[src/rtl/csf_pkg.sv]
package csf_pkg;

    localparam int NCH = 2;

    localparam logic [1:0] MODE_ALL_BYTES = 2'b00;
    localparam logic [1:0] MODE_PER_CHAN  = 2'b01;
    localparam logic [1:0] MODE_HIGH_PAIR = 2'b10;
    localparam logic [1:0] MODE_LIVE      = 2'b11;

    // mask bit order: {Y high, Y low, X high, X low}
    localparam logic [3:0] HIGH_BITS = 4'b1010;

    typedef enum logic [1:0] {
        ST_LIVE      = 2'b00,
        ST_HOLD_X    = 2'b01,
        ST_HOLD_Y    = 2'b10,
        ST_HOLD_BOTH = 2'b11
    } frz_state_t;

    function automatic frz_state_t state_of(input logic fx, input logic fy);
        frz_state_t s;
        unique case ({fy, fx})
            2'b00:   s = ST_LIVE;
            2'b01:   s = ST_HOLD_X;
            2'b10:   s = ST_HOLD_Y;
            default: s = ST_HOLD_BOTH;
        endcase
        return s;
    endfunction

endpackage

[src/rtl/csf_policy_fsm.sv]
module csf_policy_fsm
    import csf_pkg::*;
(
    input  logic       clk,
    input  logic       rst_n,
    input  logic [1:0] mode,
    input  logic       rd_en,
    input  logic       rd_chan,
    input  logic       rd_high,
    output logic       hold_x,
    output logic       hold_y
);

    logic [1:0] mode_q;
    logic [3:0] mask_q;
    logic [3:0] mask_d;
    logic [3:0] rd_bit;
    logic [3:0] acc;
    logic       mode_chg;
    frz_state_t st_q;
    frz_state_t st_d;

    always_comb begin
        rd_bit   = rd_en ? (4'b0001 << {rd_chan, rd_high}) : 4'b0000;
        mode_chg = (mode != mode_q);
    end

    // next-state and mask policy
    always_comb begin
        mask_d = mask_q;
        st_d   = st_q;
        acc    = mask_q | rd_bit;
        unique case (mode)
            MODE_ALL_BYTES: begin
                if (acc == 4'hF) begin
                    mask_d = 4'h0;
                    st_d   = ST_LIVE;
                end else begin
                    mask_d = acc;
                    st_d   = (acc != 4'h0) ? ST_HOLD_BOTH : ST_LIVE;
                end
            end
            MODE_PER_CHAN: begin
                mask_d[1:0] = (acc[1:0] == 2'b11) ? 2'b00 : acc[1:0];
                mask_d[3:2] = (acc[3:2] == 2'b11) ? 2'b00 : acc[3:2];
                st_d        = state_of(|mask_d[1:0], |mask_d[3:2]);
            end
            MODE_HIGH_PAIR: begin
                acc = mask_q | (rd_bit & HIGH_BITS);
                if (acc[1] && acc[3]) begin
                    mask_d = 4'h0;
                    st_d   = ST_LIVE;
                end else begin
                    mask_d = acc;
                    st_d   = (acc != 4'h0) ? ST_HOLD_BOTH : ST_LIVE;
                end
            end
            default: begin
                mask_d = 4'h0;
                st_d   = ST_LIVE;
            end
        endcase
        if (mode_chg) begin
            mask_d = 4'h0;
            st_d   = ST_LIVE;
        end
    end

    // state register
    always_ff @(posedge clk) begin
        if (!rst_n) begin
            st_q   <= ST_LIVE;
            mask_q <= 4'h0;
            mode_q <= MODE_ALL_BYTES;
        end else begin
            st_q   <= st_d;
            mask_q <= mask_d;
            mode_q <= mode;
        end
    end

    // outputs: hold decided from the state being entered
    always_comb begin
        hold_x = (st_d == ST_HOLD_X) || (st_d == ST_HOLD_BOTH);
        hold_y = (st_d == ST_HOLD_Y) || (st_d == ST_HOLD_BOTH);
    end

    p_live_mode_r2: assert property (@(posedge clk) disable iff (!rst_n)
        (mode == MODE_LIVE) |=> (st_q == ST_LIVE));

    p_any_byte_freezes_r3: assert property (@(posedge clk) disable iff (!rst_n)
        (mode == MODE_ALL_BYTES && !mode_chg && st_q == ST_LIVE && rd_en)
        |=> (st_q == ST_HOLD_BOTH));

    p_chan_isolate_r4: assert property (@(posedge clk) disable iff (!rst_n)
        (mode == MODE_PER_CHAN && !mode_chg && st_q == ST_LIVE && rd_en)
        |=> (st_q == ($past(rd_chan) ? ST_HOLD_Y : ST_HOLD_X)));

    p_low_ignored_r5: assert property (@(posedge clk) disable iff (!rst_n)
        (mode == MODE_HIGH_PAIR && !mode_chg && !(rd_en && rd_high))
        |=> ($stable(mask_q) && $stable(st_q)));

    p_repeat_no_progress_r6: assert property (@(posedge clk) disable iff (!rst_n)
        (!mode_chg && (mask_q & rd_bit) != 4'h0) |=> $stable(mask_q));

    p_mode_change_clear_r8: assert property (@(posedge clk) disable iff (!rst_n)
        mode_chg |=> (st_q == ST_LIVE && mask_q == 4'h0));

endmodule

[src/rtl/csf_chan_hold.sv]
module csf_chan_hold #(
    parameter int W = 14
) (
    input  logic         clk,
    input  logic         rst_n,
    input  logic         hold,
    input  logic         smp_valid,
    input  logic [W-1:0] smp,
    output logic [W-1:0] val
);

    logic [W-1:0] val_q;
    logic [W-1:0] pend_q;
    logic         pend_v_q;

    always_ff @(posedge clk) begin
        if (!rst_n) begin
            val_q    <= '0;
            pend_q   <= '0;
            pend_v_q <= 1'b0;
        end else if (!hold) begin
            if (smp_valid) begin
                val_q <= smp;
            end else if (pend_v_q) begin
                val_q <= pend_q;
            end
            pend_v_q <= 1'b0;
        end else if (smp_valid) begin
            pend_q   <= smp;
            pend_v_q <= 1'b1;
        end
    end

    assign val = val_q;

    p_hold_stable_r3: assert property (@(posedge clk) disable iff (!rst_n)
        hold |=> $stable(val_q));

    p_live_follow_r2: assert property (@(posedge clk) disable iff (!rst_n)
        (!hold && smp_valid) |=> (val_q == $past(smp)));

    p_release_pending_r7: assert property (@(posedge clk) disable iff (!rst_n)
        (!hold && !smp_valid && pend_v_q) |=> (val_q == $past(pend_q)));

endmodule

[src/rtl/csf_reg_view.sv]
module csf_reg_view #(
    parameter int DATA_W = 14,
    parameter int HI_W   = 10
) (
    input  logic [DATA_W-1:0] val_x,
    input  logic [DATA_W-1:0] val_y,
    input  logic              sel_chan,
    input  logic              sel_high,
    input  logic              zero,
    output logic [HI_W-1:0]   rd_data
);

    localparam int LO_W = DATA_W - HI_W;
    localparam int PAD  = HI_W - LO_W;

    logic [DATA_W-1:0] word;

    always_comb begin
        word = sel_chan ? val_y : val_x;
        if (zero) begin
            rd_data = '0;
        end else if (sel_high) begin
            rd_data = word[DATA_W-1:LO_W];
        end else begin
            rd_data = {{PAD{1'b0}}, word[LO_W-1:0]};
        end
    end

endmodule

[src/rtl/coherent_freeze_regs.sv]
module coherent_freeze_regs
    import csf_pkg::*;
#(
    parameter int DATA_W = 14,
    parameter int HI_W   = 10
) (
    input  logic              clk,
    input  logic              rst_n,
    input  logic              smp_valid,
    input  logic [DATA_W-1:0] smp_x,
    input  logic [DATA_W-1:0] smp_y,
    input  logic              rd_en,
    input  logic              rd_chan,
    input  logic              rd_high,
    input  logic [1:0]        mode,
    input  logic              filt_rst,
    output logic [HI_W-1:0]   rd_data
);

    logic [NCH-1:0]             hold_v;
    logic [NCH-1:0][DATA_W-1:0] smp_v;
    logic [NCH-1:0][DATA_W-1:0] val_v;

    assign smp_v[0] = smp_x;
    assign smp_v[1] = smp_y;

    csf_policy_fsm u_policy (
        .clk     (clk),
        .rst_n   (rst_n),
        .mode    (mode),
        .rd_en   (rd_en),
        .rd_chan (rd_chan),
        .rd_high (rd_high),
        .hold_x  (hold_v[0]),
        .hold_y  (hold_v[1])
    );

    for (genvar ch = 0; ch < NCH; ch++) begin : g_chan
        csf_chan_hold #(.W(DATA_W)) u_hold (
            .clk       (clk),
            .rst_n     (rst_n),
            .hold      (hold_v[ch]),
            .smp_valid (smp_valid),
            .smp       (smp_v[ch]),
            .val       (val_v[ch])
        );
    end

    csf_reg_view #(.DATA_W(DATA_W), .HI_W(HI_W)) u_view (
        .val_x    (val_v[0]),
        .val_y    (val_v[1]),
        .sel_chan (rd_chan),
        .sel_high (rd_high),
        .zero     (filt_rst),
        .rd_data  (rd_data)
    );

endmodule

[config.mk]
export PLATFORM = sky130hd
export DESIGN_NAME = coherent_freeze_regs
export DESIGN_NICKNAME = d
export VERILOG_FILES = /design/src/rtl/csf_pkg.sv /design/src/rtl/csf_policy_fsm.sv /design/src/rtl/csf_chan_hold.sv /design/src/rtl/csf_reg_view.sv /design/src/rtl/coherent_freeze_regs.sv
export SDC_FILE = /design/constraint.sdc
export NUM_CORES = 1
export LEC_CHECK = 0
export ABC_AREA = 1
export BUFFER_PORTS_ARGS = -buffer_cell sky130_fd_sc_hd__buf_2
export CORE_MARGIN = 3
export CORE_UTILIZATION = 55
export CTS_BUF_LIST = sky130_fd_sc_hd__clkbuf_8
export DETAILED_ROUTE_END_ITERATION = 10
export PLACE_DENSITY = 0.77
export SYNTH_ARGS = -nofsm -noshare
export SYNTH_HDL_FRONTEND = slang
export SYNTH_SLANG_ARGS = --single-unit
[constraint.sdc]
create_clock -name clk -period 2.7 [get_ports clk]
set_input_delay 0.27 -clock clk [delete_from_list [all_inputs] [get_ports clk]]
set_output_delay 0.27 -clock clk [all_outputs]
set_load 0.02 [all_outputs]
### Yosys cells after proc, flatten, opt, wreduce, memory -nomap -nowiden

Cells that the tools add are included.

* equality and inequality tests: 11
* shift-type cells: 1
* bitwise operators: 5
* reductions and logical operators: 18
* mux-type cells: 20

Operators by type and width (count)
* 14-bit 2-to-1 mux: 5
* 10-bit 2-to-1 mux: 2
* 2-bit 2-to-1 mux: 7
* 2-bit == test, second input constant: 6
* 4-bit 2-to-1 mux: 3
* 2-bit one-hot mux with 3 select lines: 2
* 4-bit one-hot mux with 3 select lines: 1
* 2-bit AND reduction: 6
* 4-bit OR: 2
* 4-bit nonzero test: 2
* 2-bit by 1-bit == test with 1-bit output, second input constant: 3
* 2-bit OR reduction: 3
* 4-bit == test, second input constant: 1
* 2-bit logical NOT: 2
* 2-bit nonzero test: 2
* 1-bit by 2-bit left shift with 4-bit output, first input constant: 1
* 1-bit inverter: 3
* 1-bit logical OR: 2
* 2-bit inequality test: 1
* 1-bit logical AND: 1

* output and inout port bits: 10
* register bits: 64

### Depth between registers and ports, before layout

Gate-level depths: netlist (run 1).

* word-level depth: 14
* depth in mapped cells: 16
* gate-level depth less buffers: 15

### Modules after synthesis

Synthesis (run 1) repeated with hierarchy kept, for this count alone.

* cell total of the unflattened synthesis: 515
* area total of the unflattened synthesis: 3425.8 um2

Modules (own cells, without submodules)
* csf_chan_hold: times used 2, cells each 183, area an instance 1307.5 um2
* csf_policy_fsm: times used 1, cells each 82, area an instance 525.5 um2
* csf_reg_view: times used 1, cells each 67, area an instance 285.3 um2

### Worst setup path after synthesis (run 1)

OpenSTA, ideal clock, no wires.

* path kind: input -> register
* start point: input rd_high
* end point: register g_chan[0].u_hold.val_q[10]
* data arrival time: 1.674 ns
* required time: 2.587 ns
* stages on the path: 16
* library setup time: 0.113 ns
* setup slack: 0.913 ns
* buffers on the path: 1
* path through: inv_1 nand2_1 o21ai_0 inv_1 ha_1 nand2_1 nand3_1 o21ai_1 inv_1 nand2_4 nand2_2 nand2_4 buf_6 nand2_1 nand2_1 nor2_1

* word-level cells in the longest chain between the ends: 14

Ends and longest elaborated chain
* start, declared: RTL line coherent_freeze_regs.sv:14 `input logic rd_high,`
* 1-bit by 2-bit left shift with 4-bit output *: RTL line csf_policy_fsm.sv:24 `rd_bit = rd_en ? (4'b0001 << {rd_chan, rd_high}) : 4'b0000;`
* 4-bit 2-to-1 mux *: RTL line csf_policy_fsm.sv:24
* 4-bit OR: RTL line csf_policy_fsm.sv:32 `acc = mask_q | rd_bit;`
* 2-bit == test (on tied branches): RTL line csf_policy_fsm.sv:44, csf_policy_fsm.sv:45
* 2-bit 2-to-1 mux (on tied branches): RTL line csf_policy_fsm.sv:44, csf_policy_fsm.sv:45
* 2-bit OR reduction: RTL line csf_policy_fsm.sv:46 `st_d = state_of(|mask_d[1:0], |mask_d[3:2]);`
* 2-bit == test, or another cell as far along: RTL line csf_pkg.sv:22 `unique case ({fy, fx})`
* 2-bit one-hot mux with 3 select lines: RTL line csf_pkg.sv:22
* 2-bit one-hot mux with 3 select lines *: RTL line csf_policy_fsm.sv:33 `unique case (mode)`
* 2-bit 2-to-1 mux *: RTL line csf_policy_fsm.sv:63 `if (mode_chg) begin`
* 2-bit by 1-bit == test with 1-bit output or 2-bit == test (tied branches): RTL line csf_policy_fsm.sv:84 `hold_x = (st_d == ST_HOLD_X) || (st_d == ST_HOLD_BOTH);`
* 1-bit logical OR *: RTL line csf_policy_fsm.sv:84
* 1-bit inverter (no source line) *
* 2-bit AND reduction (no source line) *
* end signal, assigned: RTL line csf_chan_hold.sv:23 `val_q <= smp;`
* end signal, assigned: RTL line csf_chan_hold.sv:25 `val_q <= pend_q;`
* end, declared: RTL line csf_chan_hold.sv:12 `logic [W-1:0] val_q;`

Every way passes the cells marked *; elsewhere a longest branch is shown, timed or not.
A chain may end at the register's enable or synchronous reset.

### Worst setup path after layout (run 1)

* start point: register u_policy.mask_q[2]
* end point: register g_chan[1].u_hold.pend_q[9]

* word-level cells in the longest chain between the ends: 11

Ends and longest elaborated chain
* start, declared: RTL line csf_policy_fsm.sv:15 `logic [3:0] mask_q;`
* start signal, assigned: RTL line csf_policy_fsm.sv:77 `mask_q <= mask_d;`
* 4-bit OR: RTL line csf_policy_fsm.sv:32
* 2-bit == test: RTL line csf_policy_fsm.sv:45 `mask_d[3:2] = (acc[3:2] == 2'b11) ? 2'b00 : acc[3:2];`
* 2-bit 2-to-1 mux: RTL line csf_policy_fsm.sv:45
* 2-bit OR reduction: RTL line csf_policy_fsm.sv:46
* 2-bit == test, or another cell as far along: RTL line csf_pkg.sv:22
* 2-bit one-hot mux with 3 select lines: RTL line csf_pkg.sv:22
* 2-bit one-hot mux with 3 select lines *: RTL line csf_policy_fsm.sv:33
* 2-bit 2-to-1 mux *: RTL line csf_policy_fsm.sv:63
* 2-bit == test: RTL line csf_policy_fsm.sv:85 `hold_y = (st_d == ST_HOLD_Y) || (st_d == ST_HOLD_BOTH);`
* 1-bit logical OR *: RTL line csf_policy_fsm.sv:85
* 2-bit AND reduction (no source line) *
* end signal, assigned: RTL line csf_chan_hold.sv:29 `pend_q <= smp;`
* end, declared: RTL line csf_chan_hold.sv:13 `logic [W-1:0] pend_q;`

Marks and branches as above.

==> summary by stage, run 1 <==
Run status
The run finished with clean final reports.

Synthesis
The average instance area after synthesis is around 6.3 um^2. For this run, the leading register cell type out of synthesis is dfxtp_1. The sequential area share after synthesis is 37.9%. The cell area that synthesis handed to floorplanning was 3380 um^2. By area the synthesized netlist is led by dfxtp_1 38%, nand2_1 18%, nor2_1 14%. The number of storage elements in the synthesis netlist is 64. Yosys mapped a number of flops with a built-in enable equal to 0. Sorting the synthesized cells by how often they occur yields 164 x nand2_1, 128 x nor2_1, 77 x inv_1, 64 x dfxtp_1, 29 x o21ai_0. During synthesis, Yosys emitted a total of 0 warnings. Yosys mapped the design onto 24 distinct sky130hd cell types. After technology mapping, the gate count stands at 540. The area share of the largest cell type after synthesis is 37.9%. The number of nets produced by synthesis is 585. In the post-synthesis netlist, the cell with the most instances is nand2_1. Of all cell types, the one taking the most synthesized area is dfxtp_1. The share of async-settable or async-resettable flops after synthesis is 0%.

GRT
The first global-routing pass estimated 12.3 mm of wire. The total grt overflow is 0. The maximum number of pins on one net before global-route repair is 43. The initial antenna violation count came to 0. The all-layer global routing usage is 21.1%.

The number of global-route vias before repair is approximately 2,800.

STA
Static timing analysis puts the maximum clock frequency at 486 MHz. The final-report hold violation count was 0. Setup total negative slack on the finished layout was measured at 0 ns. Setup repair after global routing left no endpoint under its margin. Clock skew on the completed layout was measured at slightly above 0.007 ns.

Measured against its own limit, the worst slew margin works out to approximately half. The final-report max-slew violation count came to 0. The total setup violations reported at the end of the flow is 0.

The worst hold slack is 0.163 ns. The final critical-path share of the clock period is 76.2%. Counting I/O delays and the setup requirement, the final critical path takes 2.06 ns. The transition time at the pin with the least slew margin is approximately 0.77 ns.

Worst setup path
The launching element of the worst setup path is u_policy.mask_q[2]. The worst reg2reg path depth is 13. Data arrives at the worst endpoint at 2.33 ns. STA classifies the critical path startpoint as a flip-flop.

Along the worst path, the maximum fanout reaches 28. The startpoint identified for the worst register-to-register timing path is u_policy.mask_q[2]. The critical path class is flip-flop to flip-flop. The required time of the worst setup path is 2.98 ns. The worst setup path is captured at a flip-flop.

Routing
The count of nets left with antenna violations once routing finished came out at 0. The detailed router placed 3,128 vias in this run. The final routed wirelength across all metal layers is 7.24 mm. The average via count per standard cell is 4.80.

The routed wirelength normalized by instance count is 11.1 um. The iteration count of the initial detailed-routing pass is 4. In the routed design, unresolved DRC markers number 0.

The number of DRC markers after the initial detailed-route iteration is 195.

Power and ir drop
The largest voltage drop on the vdd net is 0.497 mV. The power per unit of standard cell area is approximately 540 nW/um^2. The static leakage is about 2.0 nW. The power after layout is about 0.0020 W.

Floorplanning
The core outline area is 5710 um^2. The cell row count is 27. In this run the horizontal extent of the chip is 84.4 um. The die covers around 7000 um^2. For this design the top-level I/O count stands at 47. The vertical extent of the die is 84.4 um. The initial standard-cell utilization of the core is 59.2%.

Placed design
In this run, placement finished with an instance count of 639. The count of buffers added on input and output ports is 46. Routability-driven placement finished with a final weighted congestion of 0.828.

The placed wire-length estimate is 5.11 mm.

Layout
The filler cells instantiated in the layout total 563. The net total in the final layout is 623. The number of antenna diodes in the final layout is 0. The finished layout holds ~650 standard cells, fillers aside. The fraction of final layout cells sized beyond drive strength 1 is 12.9%. The area growth from synthesis to layout is 11.0%.

Clock network
The count of buffers added by post-CTS timing repair for setup is 0. For the worst-skew pair, the clock arrives at the later sink with an insertion delay of 0.34 ns. Hold repair after CTS inserted 0 buffers. After clock tree synthesis, the clock-pin slew on the worst setup and hold paths is 0.07 ns. The number of levels in the clock H-tree is 3.

The TritonCTS sink count is 64. The CTS tree is done. The root buffer selected by CTS is clkbuf_8. The clock passes through at most 2 buffers. The number of clock buffers added by TritonCTS is 9. Gates resized during post-CTS repair numbered 0.

Hold path
The start point of the worst hold path is smp_x[12]. The number of cells on the worst hold path is 3. The kind of path behind the tightest hold check is input port to flip-flop.

Run
The number of maximum-capacitance constraint violations is 0.
state kept, by name (all words and copies together), names as in the netlist:
signal	cells
g_chan.u_hold.pend_v_q	2
g_chan.u_hold.val	28
u_policy.mask_q	4
u_policy.mode_q	2
g_chan.u_hold.pend_q	28
report_power, final:
group          internal (W)  switching (W)  total [W]  leakage, nW
combinational      0.000110       0.000211   0.000321         1.41
clock              0.000363       0.000343   0.000706       0.0883
sequential         0.000995      0.0000218    0.00102        0.523
total               0.00147       0.000576    0.00204         2.02
through the flow:
| stage | setup WS, ns | area, um^2 | util (%) |
|---|---|---|---|
| 2_1_floorplan | 0.913 | 3380 | - |
| 3_3_place_gp | 0.580 | 3590 | 62.9 |
| 3_5_place_dp | 0.468 | 3590 | 62.9 |
| 4_1_cts | 0.672 | 3750 | 65.7 |
| 5_1_grt | 0.428 | 3750 | 65.7 |
| 6_report | 0.641 | 3750 | 65.7 |
worst max-delay path: stages (launching register included):
cell     delay [ns]
dfxtp_1        0.37
inv_1          0.05
o21ai_0        0.19
inv_1          0.17
ha_1           0.22
nand2_1        0.06
nand3_1        0.10
o21ai_1        0.09
inv_1          0.08
nand2_4        0.08
nand3_4        0.25
nand2_1        0.16
nand2_1        0.06
nor2_1         0.11
area by class of cell:
type,instances,area (um^2),share of cell area (%)
multi-input cells,375,1670,44.6
repair buffers,49,253,6.73
well taps,72,90.1,2.40
clock inverters,2,8.76,0.233
clock buffers,11,151,4.03
flip-flops and latches,64,1280,34.1
inverters,79,297,7.90
cells by family after synthesis:
logic type	count (synthesis)	share of synthesized area (%)
compound gates	53	8.77
xor+xnor	2	0.518
flops	64	37.9
simple gates	312	37.2
buf+inv	101	12.7
fa+ha+maj	8	2.96
routing by layer:
metal	GRT usage [%]	up-vias	wire [um]
met4	4.75	0	72
met5	0	-	0
met3	6.08	8	365
met1	27.0	1375	3450
met2	35.5	62	3350
li1	-	1683	-
worst paths after layout:
| kind | end | slack [ns] |
|---|---|---|
| max | g_chan[1].u_hold.pend_q[9] | 0.64 |
| min | g_chan[0].u_hold.pend_q[12] | 0.16 |
| max reg2reg | g_chan[1].u_hold.pend_q[9] | 0.64 |
| min reg2reg | g_chan[1].u_hold.val[11] | 0.51 |
cells in the final DEF, fill, tap and decap left out:
cell type / count
a21oi_1: 11
a21oi_2: 1
a221oi_1: 6
buf_2: 46
buf_4: 3
clkbuf_8: 11
clkinv_2: 1
dfxtp_1: 64
ha_1: 8
inv_1: 78
inv_2: 2
nand2_1: 164
nand2_2: 3
nand2_4: 5
nand3_1: 6
nand3_4: 2
nor2_1: 128
nor2_2: 1
nor3_1: 2
o21ai_0: 29
o21ai_1: 2
o22ai_1: 4
or2_1: 1
xnor2_1: 2
No activity file was read; power rests on OpenSTA's default activity.
==> run 2: changes to the inputs <==
- clock period: 2.7 -> 2.03 ns (I/O delays scaled with it)
==> summary by stage, run 2 (same netlist as run 1, synthesis figures left out) <==
Power and ir drop
The largest voltage drop on the vdd net came to 0.539 mV (was 0.497 mV). The part of the total power dissipated in the clock network was 38.5% (was 34.6%). The static leakage is 2.07 nW (was 2.02 nW). The combinational share of power came to 15.9% (was 15.7%).

The sequential share of power is 45.6% (was 49.7%). The net load switching power is 0.000878 W (was 0.000576 W). The switching share of power is 29.6% (was 28.2%). The internal power is 0.00208 W (was 0.00147 W). The power per unit of standard cell area is 756 nW/um^2 (was 545 nW/um^2).

Layout
The finished layout cell area came to 3920 um^2 (was 3750 um^2). The synthesis-to-finish area growth is 15.9% (was 11.0%). Commonest cells after routing, fill and taps aside: 164 x nand2_1, 128 x nor2_1, 77 x inv_1 (was 164 x nand2_1, 128 x nor2_1, 78 x inv_1).

The antenna cell count is 0 (unchanged). The fraction of final layout cells sized beyond drive strength 1 was 14.9% (was 12.9%). The net total in the final layout is 630 (was 623). The most frequent standard cell in the layout excluding fill and tap cells is nand2_1 (unchanged).

Routing
The average via count per standard cell is 5.00 (was 4.80). The final routed wirelength across all metal layers was 8.24 mm (was 7.24 mm). The routed via count came to 3,311 (was 3,128). The routed wirelength normalized by instance count came to 12.5 um (was 11.1 um). The number of DRC markers after the initial detailed-route iteration is 193 (was 195). The post-detailed-route DRC marker count is 0 (unchanged). The number of nets with antenna violations after detailed routing is 0 (unchanged).

The iteration count of the initial detailed-routing pass came to 5 (was 4).

Placed design
The global placement routability congestion is 0.896 (was 0.828). The number of buffers inserted by port buffering is 46 (unchanged). The total placed instance area came to 3640 um^2 (was 3590 um^2).

The placed wire-length estimate is 5.37 mm (was 5.11 mm).

STA
The final critical-path share of the clock period is 93.6% (was 76.2%). The normalized max-slew margin was 62.8% (was 48.8%). The final-report hold violation count is 0 (unchanged).

The worst hold slack is 0.0793 ns (was 0.163 ns). RSZ-0062 raised after global routing: no (unchanged). The highest attainable clock frequency is 527 MHz (was 486 MHz). The final-report max-slew violation count is 0 (unchanged). The total setup violations reported at the end of the flow is 0 (unchanged). The clock skew was 0.00627 ns (was 0.00720 ns). The transition time at the pin with the least slew margin is 0.559 ns (was 0.768 ns). The shortest period the worst path allows came to 1.90 ns (was 2.06 ns).

GRT
The initial antenna violation count came to 0 (unchanged). The total grt overflow is 0 (unchanged). The all-layer global routing usage is 22.0% (was 21.1%).

The wire length of the first global-routing pass is 12.7 mm (was 12.3 mm). The maximum number of pins on one net before global-route repair is 37 (was 43). The number of global-route vias before repair was 2,980 (was 2,808).

Clock network
The number of buffers created by CTS came to 9 (unchanged). The count of hold-fix buffers inserted at cts is 0 (unchanged). The CTS tree is done (unchanged). The root buffer selected by CTS is clkbuf_8 (unchanged). The insertion delay to the later sink of the worst-skew pair was 0.35 ns (was 0.34 ns). The TritonCTS sink count is 64 (unchanged). The maximum root-to-sink buffer count is 2 (unchanged). The number of levels in the clock H-tree was 3 (unchanged). The clock edge transition at the registers on the reported setup and hold paths is 0.08 ns (was 0.07 ns).

The count of buffers added by post-CTS timing repair for setup was 0 (unchanged).

Worst setup path
The critical path endpoint category is a flip-flop (unchanged). The sort of element at the start of the critical path is a flip-flop (unchanged). The required time of the worst setup path is 2.28 ns (was 2.98 ns). The top fanout value on the critical path came to 14 (was 28). The critical path arrival is 2.15 ns (was 2.33 ns). The critical path class was flip-flop to flip-flop (unchanged).

Floorplanning
The cell row count is 27 (unchanged). The die footprint is 7130 um^2 (unchanged). The initial standard-cell utilization of the core came to 59.2% (unchanged). The die width is 84.4 um (unchanged).

The vertical extent of the die is 84.4 um (unchanged). The core outline area is 5710 um^2 (unchanged). The count of pins on the block boundary is 47 (unchanged).

Run
The number of maximum-capacitance constraint violations is 0 (unchanged).

Run status
Run status: finished clean (unchanged).

Hold path
The kind of path behind the tightest hold check is input port to flip-flop (unchanged).
[run 2: final cells by class]
class | count | area (um^2)
fillers | 538 | 1790
multi-input cells | 379 | 1750
flip-flops and latches | 64 | 1280
repair buffers | 52 | 300
inverters | 79 | 297
clock buffers | 10 | 138
well taps | 72 | 90.1
clock inverters | 6 | 66.3
[run 2: metal layers]
metal / routed length (um) / track usage, % / vias to the layer above
li1: - / - / 1706
met1: 3650 / 28.1 / 1496
met2: 3960 / 36.1 / 92
met3: 473 / 4.02 / 17
met4: 159 / 10.4 / 0
met5: 0 / 0 / -
[run 2: stage by stage]
stage / setup WS (ns) / instances / power [W] / utilization (%) / setup TNS, ns
6_report: 0.131 / 662 / 0.00296 / 68.7 / 0
5_1_grt: 0.000266 / 662 / 0.00310 / 68.7 / 0
4_1_cts: 0.117 / 658 / 0.00294 / 67.3 / 0
3_5_place_dp: -0.0796 / 642 / 0.00182 / 63.8 / -1.83
3_3_place_gp: 0.0584 / 642 / 0.00180 / 63.8 / 0
2_1_floorplan: 0.310 / 540 / 0.00169 / - / 0
[run 2: power groups by stage]
stage | sequential [W] | clock (W) | combinational, W
CTS | 0.00135 | 0.00115 | 0.000443
global placement | 0.00138 | 0 | 0.000423
global route | 0.00136 | 0.00121 | 0.000536
finish | 0.00135 | 0.00114 | 0.000472
floorplan | 0.00137 | 0 | 0.000323
detailed placement | 0.00138 | 0 | 0.000439
[run 2: repair_timing]
| item | in CTS | in global routing |
|---|---|---|
| hold endpoints to repair | 0 | 0 |
| gates resized for setup | 0 | 6 |
| endpoints found under the setup margin | 0 | 56 |
[run 2: worst paths after layout]
check	cells past startpoint	startpoint	to	slack, ns
max	10	u_policy.mask_q[3]	g_chan[1].u_hold.pend_q[7]	0.13
min	3	smp_x[8]	g_chan[0].u_hold.pend_q[8]	0.08
max reg2reg	10	u_policy.mask_q[3]	g_chan[1].u_hold.pend_q[7]	0.13
min reg2reg	4	g_chan[1].u_hold.pend_q[9]	g_chan[1].u_hold.pend_q[9]	0.52
[run 2: worst max-delay path, cell delays in order, from the launching register on]
cell and delay (ns):
dfxtp_1 0.31, inv_1 0.05, nand2_1 0.14, inv_1 0.10
ha_1 0.31, o21ai_1 0.16, inv_1 0.09, nand2_4 0.11
nand3_2 0.25, nor2_1 0.20, nor2_1 0.06
